### src/rtl/mdio_pkg.sv
package mdio_pkg;

  localparam int FRAME_BITS = 64;
  localparam int TA_FIRST   = 46;
  localparam int DATA_FIRST = 48;

  typedef struct packed {
    logic [2:0] rate;
    logic [4:0] phy;
    logic [4:0] regad;
    logic       ext;
    logic [1:0] cmd;
  } acc_fields_t;

  function automatic logic is_read(input logic ext, input logic [1:0] cmd);
    return ext ? cmd[1] : ~cmd[0];
  endfunction

  function automatic logic [1:0] wire_op(input logic ext, input logic [1:0] cmd);
    logic [1:0] op;
    if (ext) begin
      case (cmd)
        2'b00:   op = 2'b00;
        2'b01:   op = 2'b01;
        2'b10:   op = 2'b11;
        default: op = 2'b10;
      endcase
    end else begin
      op = cmd[0] ? 2'b01 : 2'b10;
    end
    return op;
  endfunction

  function automatic int unsigned rate_mult(input logic [2:0] code);
    int unsigned m;
    case (code)
      3'd3:    m = 1;
      3'd2:    m = 2;
      3'd1:    m = 5;
      3'd0:    m = 10;
      default: m = 20;
    endcase
    return m;
  endfunction

  function automatic logic [FRAME_BITS-1:0] build_frame(input acc_fields_t f,
                                                        input logic [15:0] d);
    logic       rd;
    logic [1:0] st;
    logic [1:0] ta;
    rd = is_read(f.ext, f.cmd);
    st = f.ext ? 2'b00 : 2'b01;
    ta = rd ? 2'b11 : 2'b10;
    return {32'hFFFF_FFFF, st, wire_op(f.ext, f.cmd), f.phy, f.regad, ta,
            rd ? 16'hFFFF : d};
  endfunction

endpackage

### src/rtl/mdio_clkgen.sv
module mdio_clkgen #(
  parameter int HALF_25M = 4
) (
  input  logic       clk,
  input  logic       rst,
  input  logic       run,
  input  logic [2:0] rate,
  output logic       mdc,
  output logic       rise_tick,
  output logic       fall_tick
);
  import mdio_pkg::*;

  localparam int MAX_HALF = HALF_25M * 20;
  localparam int CW       = $clog2(MAX_HALF + 1);

  logic [CW-1:0] cnt;
  logic [CW-1:0] half_lim;
  logic          terminal;

  always_comb half_lim = CW'(HALF_25M * rate_mult(rate));
  assign terminal  = (cnt == half_lim - CW'(1));
  assign rise_tick = run && terminal && !mdc;
  assign fall_tick = run && terminal && mdc;

  always_ff @(posedge clk) begin
    if (rst || !run) begin
      cnt <= '0;
      mdc <= 1'b0;
    end else if (terminal) begin
      cnt <= '0;
      mdc <= ~mdc;
    end else begin
      cnt <= cnt + CW'(1);
    end
  end


  mdc_hold_chk: assert property (@(posedge clk) disable iff (rst)
    (run && !terminal) |=> $stable(mdc));

endmodule

### src/rtl/mdio_regs.sv
module mdio_regs (
  input  logic                  clk,
  input  logic                  rst,
  input  logic                  acc_we,
  input  logic [31:0]           acc_wdata,
  input  logic                  data_we,
  input  logic [15:0]           data_wdata,
  input  logic                  frame_done,
  input  logic                  rd_valid,
  input  logic [15:0]           rd_data,
  output mdio_pkg::acc_fields_t fields,
  output logic                  busy,
  output logic                  start,
  output logic [15:0]           data_q,
  output logic [31:0]           acc_rdata
);
  import mdio_pkg::*;

  logic unused_bits;
  assign unused_bits = ^{acc_wdata[31:19], acc_wdata[5:4]};

  always_ff @(posedge clk) begin
    if (rst) begin
      fields <= '0;
      busy   <= 1'b0;
      start  <= 1'b0;
      data_q <= '0;
    end else begin
      start <= acc_we && acc_wdata[0] && !busy;
      if (acc_we && !busy) begin
        fields.rate  <= acc_wdata[18:16];
        fields.phy   <= acc_wdata[15:11];
        fields.regad <= acc_wdata[10:6];
        fields.ext   <= acc_wdata[3];
        fields.cmd   <= acc_wdata[2:1];
        busy         <= acc_wdata[0];
      end else if (frame_done) begin
        busy <= 1'b0;
      end
      if (frame_done && rd_valid) data_q <= rd_data;
      else if (data_we)           data_q <= data_wdata;
    end
  end

  assign acc_rdata = {13'd0, fields.rate, fields.phy, fields.regad, 2'b00,
                      fields.ext, fields.cmd, busy};


  busy_write_ignored_chk: assert property (@(posedge clk) disable iff (rst)
    (busy && acc_we) |=> $stable(fields));

endmodule

### src/rtl/mdio_shifter.sv
module mdio_shifter (
  input  logic                  clk,
  input  logic                  rst,
  input  logic                  start,
  input  mdio_pkg::acc_fields_t fields,
  input  logic [15:0]           wdata,
  input  logic                  rise_tick,
  input  logic                  fall_tick,
  input  logic                  mdio_i,
  output logic                  active,
  output logic                  done,
  output logic                  mdio_o,
  output logic                  mdio_oe,
  output logic                  rd_valid,
  output logic [15:0]           rd_data
);
  import mdio_pkg::*;

  localparam int IW = $clog2(FRAME_BITS);

  logic [FRAME_BITS-1:0] sreg;
  logic [IW-1:0]         bit_idx;
  logic [IW-1:0]         next_idx;
  logic                  next_oe;

  assign next_idx = bit_idx + IW'(1);
  assign next_oe  = !(rd_valid && (next_idx >= IW'(TA_FIRST)));
  assign done     = active && fall_tick && (bit_idx == IW'(FRAME_BITS - 1));

  always_ff @(posedge clk) begin
    if (rst) begin
      sreg     <= '0;
      bit_idx  <= '0;
      active   <= 1'b0;
      mdio_o   <= 1'b1;
      mdio_oe  <= 1'b0;
      rd_valid <= 1'b0;
      rd_data  <= '0;
    end else if (start) begin
      sreg     <= build_frame(fields, wdata);
      bit_idx  <= '0;
      active   <= 1'b1;
      rd_valid <= is_read(fields.ext, fields.cmd);
      mdio_o   <= 1'b1;
      mdio_oe  <= 1'b1;
    end else if (active) begin
      if (rise_tick && rd_valid && (bit_idx >= IW'(DATA_FIRST)))
        rd_data <= {rd_data[14:0], mdio_i};
      if (fall_tick) begin
        if (bit_idx == IW'(FRAME_BITS - 1)) begin
          active  <= 1'b0;
          mdio_oe <= 1'b0;
          mdio_o  <= 1'b1;
        end else begin
          bit_idx <= next_idx;
          sreg    <= {sreg[FRAME_BITS-2:0], 1'b0};
          mdio_oe <= next_oe;
          mdio_o  <= next_oe ? sreg[FRAME_BITS-2] : 1'b1;
        end
      end
    end
  end


  mdio_hold_at_rise_chk: assert property (@(posedge clk) disable iff (rst)
    rise_tick |=> ($stable(mdio_o) && $stable(mdio_oe)));


  oe_idle_release_chk: assert property (@(posedge clk) disable iff (rst)
    (!active && !start) |=> !mdio_oe);


  read_release_chk: assert property (@(posedge clk) disable iff (rst)
    (active && rd_valid && (bit_idx >= IW'(TA_FIRST))) |-> !mdio_oe);

endmodule

### src/rtl/mdio_mgmt_master.sv
module mdio_mgmt_master #(
  parameter int HALF_25M = 4
) (
  input  logic        clk,
  input  logic        rst,
  input  logic        acc_we,
  input  logic [31:0] acc_wdata,
  output logic [31:0] acc_rdata,
  input  logic        data_we,
  input  logic [15:0] data_wdata,
  output logic [15:0] data_rdata,
  output logic        mdc,
  input  logic        mdio_i,
  output logic        mdio_o,
  output logic        mdio_oe
);
  import mdio_pkg::*;

  acc_fields_t fields;
  logic        busy, start, active, done, rd_valid, rise_tick, fall_tick;
  logic [15:0] data_q, rd_data;

  mdio_regs regs_i (
    .clk        (clk),
    .rst        (rst),
    .acc_we     (acc_we),
    .acc_wdata  (acc_wdata),
    .data_we    (data_we),
    .data_wdata (data_wdata),
    .frame_done (done),
    .rd_valid   (rd_valid),
    .rd_data    (rd_data),
    .fields     (fields),
    .busy       (busy),
    .start      (start),
    .data_q     (data_q),
    .acc_rdata  (acc_rdata)
  );

  mdio_clkgen #(.HALF_25M(HALF_25M)) clkgen_i (
    .clk       (clk),
    .rst       (rst),
    .run       (active),
    .rate      (fields.rate),
    .mdc       (mdc),
    .rise_tick (rise_tick),
    .fall_tick (fall_tick)
  );

  mdio_shifter shifter_i (
    .clk       (clk),
    .rst       (rst),
    .start     (start),
    .fields    (fields),
    .wdata     (data_q),
    .rise_tick (rise_tick),
    .fall_tick (fall_tick),
    .mdio_i    (mdio_i),
    .active    (active),
    .done      (done),
    .mdio_o    (mdio_o),
    .mdio_oe   (mdio_oe),
    .rd_valid  (rd_valid),
    .rd_data   (rd_data)
  );

  assign data_rdata = data_q;


  mdc_quiet_chk: assert property (@(posedge clk) disable iff (rst)
    !busy |-> !mdc);

endmodule

### config.mk
export PLATFORM = sky130hd
export DESIGN_NAME = mdio_mgmt_master
export DESIGN_NICKNAME = d
export VERILOG_FILES = /design/src/rtl/mdio_pkg.sv /design/src/rtl/mdio_clkgen.sv /design/src/rtl/mdio_regs.sv /design/src/rtl/mdio_shifter.sv /design/src/rtl/mdio_mgmt_master.sv
export SDC_FILE = /design/constraint.sdc
export NUM_CORES = 1
export LEC_CHECK = 0
export BUFFER_PORTS_ARGS = -buffer_cell sky130_fd_sc_hd__buf_2
export CAP_MARGIN = 20
export CORE_ASPECT_RATIO = 0.8
export CORE_MARGIN = 1.5
export CORE_UTILIZATION = 50
export DETAILED_ROUTE_END_ITERATION = 10
export PLACE_DENSITY = 0.83
export SLEW_MARGIN = 10
export SYNTH_ARGS = -nofsm -noshare
export SYNTH_HDL_FRONTEND = slang
export SYNTH_SLANG_ARGS = --single-unit
export TNS_END_PERCENT = 5
### constraint.sdc
create_clock -name clk -period 2.1 [get_ports clk]
set_input_delay 0.21 -clock clk [delete_from_list [all_inputs] [get_ports clk]]
set_output_delay 0.21 -clock clk [all_outputs]
set_load 0.01 [all_outputs]
==> results by group <==
Clock tree
  – CTS tree: yes
  – Postcts setup bufs: 0
  – Clk sinks: 131
  – Clock Pin Slew Worst Setup and Hold Paths: around 0.060 ns
  – Longest Clk Path Bufs: 2
  – Num CTS Buffers: 17
  – CTS Hold Bufs: 0
  – Root buffer cell: clkbuf_16
  – Worst-Skew Late Latency: 0.43 ns
  – Htree depth: 4

Logic synthesis
  – Cell count after synthesis: 623
  – Synth warn: 0
  – Synth cell types: 53
  – EDFF count, synth: 0
  – Main flop type after synthesis: dfxtp_1
  – Average size of a mapped cell: 9.21 sq um
  – Mapped cell area: 5740 sq um
  – Fraction of registers with async set/reset: 0
  – #FFs+latches synth: about 130
  – Register area share after synthesis: 0.457
  – Dominant cells by area after synthesis: dfxtp_1, mux2i_1, a21oi_1
  – Share of the synthesized area in the top cell type: 0.457
  – Yosys top cell by area: dfxtp_1

Placed design
  – Place WS: 0.0261 ns
  – GPL Wtd Cong: roughly 0.87
  – Area after DPL: 6190 sq um
  – IO Port Bufs: 73
  – Dpl cells: 807
  – Dpl hpwl: 8450 microns

Timing
  – Post-route clock period utilization: 0.988
  – RSZ-0062 raised after global routing: yes
  – Final Skew: 0.0107 ns
  – Fin Hold WS: 0.0219 ns
  – Endpoints failing hold: 0
  – Worst slew pin tran: 0.674 ns
  – Final setup margin: about 0.025 ns
  – Max_slew headroom: 0.550
  – Max frequency: 482 MHz
  – Max-slew violation total from the final report: 0
  – # setup viols final: 0
  – Post-route minimum period: roughly 2.1 ns

Critical path
  – Critical Setup Path Class: flop to flop
  – Worst Path Max Fanout: 32
  – Startpoint types: flop
  – R2R Path Start: regs_i.acc_rdata[16]
  – Critical path data required time: 2.39 ns
  – Critical Path End: regs_i.data_q[4]
  – Crit path DAT: 2.37 ns
  – Worst Setup End Kind: flop
  – Reg2Reg Depth: 6
  – Worst reg2reg setup slack: 0.03 ns
  – Reg-to-Reg End: regs_i.data_q[4]
  – CP startpoint: regs_i.acc_rdata[16]

Detailed routing
  – Via Count: ~4700
  – Remaining DRCs: 0
  – Vias per cell: 5.57
  – First-pass iteration count of the detailed router: 4
  – Routed Antenna Nets: 0
  – Total Routed Length: roughly 13000 microns
  – Iteration-0 DRC Markers: 299
  – Post-DR wirelength/cell: 15.9 microns

Finish
  – Register area: 2620 sq um
  – Multi-input gate area: approximately 2800 sq um
  – Area Growth Syn to Fin: 19.7%
  – Layout Nets: between 700 and 800
  – ANT cells: 0
  – # fillers: 866
  – Commonest non-fill, non-tap cell in the layout: dfxtp_1
  – Fin area: 6870 sq um
  – Layout cells sized above 1: 0.237
  – Cell Count, Final, Fillers Out: 839
  – Most frequent cells in the layout: dfxtp_1, buf_2, mux2i_1

Power and ir drop
  – Clk pwr share: 0.507
  – Worst vdd ir: 0.000625 V
  – Combinational share of power: 0.064
  – P_leak: 2.99 nW
  – Sw power: 1.49 mW
  – Pwr/cell area: 910 nW/um^2
  – Switching share of total power: 0.238
  – Flop pwr share: 0.429
  – P_int: between 4 and 5 mW

Die
  – Row count: 34
  – Core area: approximately 11000 sq um
  – Die span in y: about 99 microns
  – Initial core utilization: 0.521
  – Die X: around 120 microns
  – I/O Pins: 104
  – Total die area: 12100 sq um

Min path
  – Hold Path Stages: 3
  – Worst hold path type: input pin to flop

Global routing
  – Total gr overflow: 0
  – Global Route Usage Sum: 0.229
  – Largest net degree at the start of global routing: 57
  – Number of global-route vias before repair: about 4600
  – First-pass GRT wire length: 21800 microns
  – Initial antenna violation count: 0

Run
  – # Max-Cap Violations: 0

Outcome
  – Result of the run: completed
[how the worst min path moves through the flow]
stage,startpoint,endpoint,slack (ns)
finish,acc_wdata[15],regs_i.acc_rdata[15],0.02
global route,acc_wdata[10],regs_i.acc_rdata[10],0.03
CTS,acc_wdata[3],regs_i.acc_rdata[3],0.02
detailed placement,clkgen_i.cnt[0],clkgen_i.cnt[0],0.44
global placement,clkgen_i.cnt[0],clkgen_i.cnt[0],0.42
floorplan,acc_wdata[10],regs_i.acc_rdata[10],0.35
[power by group through the flow]
| stage | combinational, mW | clock (mW) | sequential, mW |
|---|---|---|---|
| CTS | 0.400 | 3.18 | 2.68 |
| detailed placement | 0.395 | 0 | 2.73 |
| finish | 0.402 | 3.17 | 2.68 |
| global route | 0.447 | 3.30 | 2.69 |
| global placement | 0.372 | 0 | 2.72 |
| floorplan | 0.275 | 0 | 2.72 |
[flip-flops by register name (all words and copies together), names as in the netlist, 6 cells and up]
signal,cells
regs_i.acc_rdata,16
clkgen_i.cnt,7
regs_i.data_q,16
shifter_i.rd_data,16
shifter_i.sreg,63
shifter_i.bit_idx,6
[metal layers]
layer	vias up	wire length (microns)	global-route usage
li1	2294	-	-
met1	2207	5740	0.279
met2	154	6680	0.386
met3	20	699	0.0619
met4	0	218	0.0868
met5	-	0	0
[logic make-up after synthesis]
logic type	after synthesis	synth area share
AOI/OAI and AO/OA	145	0.172
muxes	70	0.122
xor gates and xnor gates	8	0.0122
and+or+nand+nor	190	0.160
adders and majority gates	3	0.00654
DFF	131	0.457
buffers and inverters	75	0.0694
other	1	0.000654
[per-stage QoR]
| step | setup TNS, ns | power [mW] | utilization |
|---|---|---|---|
| floorplan | 0 | 3.00 | - |
| global placement | 0 | 3.09 | 0.562 |
| detailed placement | 0 | 3.12 | 0.562 |
| CTS | 0 | 6.25 | 0.621 |
| global route | -0.0600 | 6.44 | 0.623 |
| finish | 0 | 6.25 | 0.623 |
[synthesized netlist by cell type, drive strengths merged, types with 2 or more instances]
cell type and count:
or3 2, xor2 5, or2 12, nand2 42
nand3 15, buf 33, and3 5, ha 3
nor2 62, a31oi 11, inv 7, dfxtp 131
a21oi 57, a2111oi 13, o21a 2, o21ai 24
a211oi 22, mux2i 70, o32ai 2, nor3 17
clkbuf 35, nand2b 22, nand4 2, nor4 2
xnor2 3, nor3b 2
[what timing repair did]
| action | 4_1_cts | 5_1_grt |
|---|---|---|
| endpoints found under the setup margin | 3 | 20 |
| pin swaps | 0 | 2 |
| gates resized for setup | 3 | 11 |
[area by class of cell]
class	instances	share of cell area
Clock buffer	17	0.0620
Sequential cell	131	0.382
Inverter	7	0.00383
Multi-Input combinational cell	431	0.409
Clock inverter	15	0.0301
Tap cell	144	0.0262
Timing Repair Buffer	94	0.0867
[worst max-delay path, cell delays in order (launching register included)]
cell and delay (ns):
dfxtp_1 0.36, o21a_1 0.24, o32a_1 0.34, or4_4 0.57
buf_12 0.19, nor2_1 0.16, a211oi_2 0.06
Note: power is estimated with default switching activity, not from simulation.
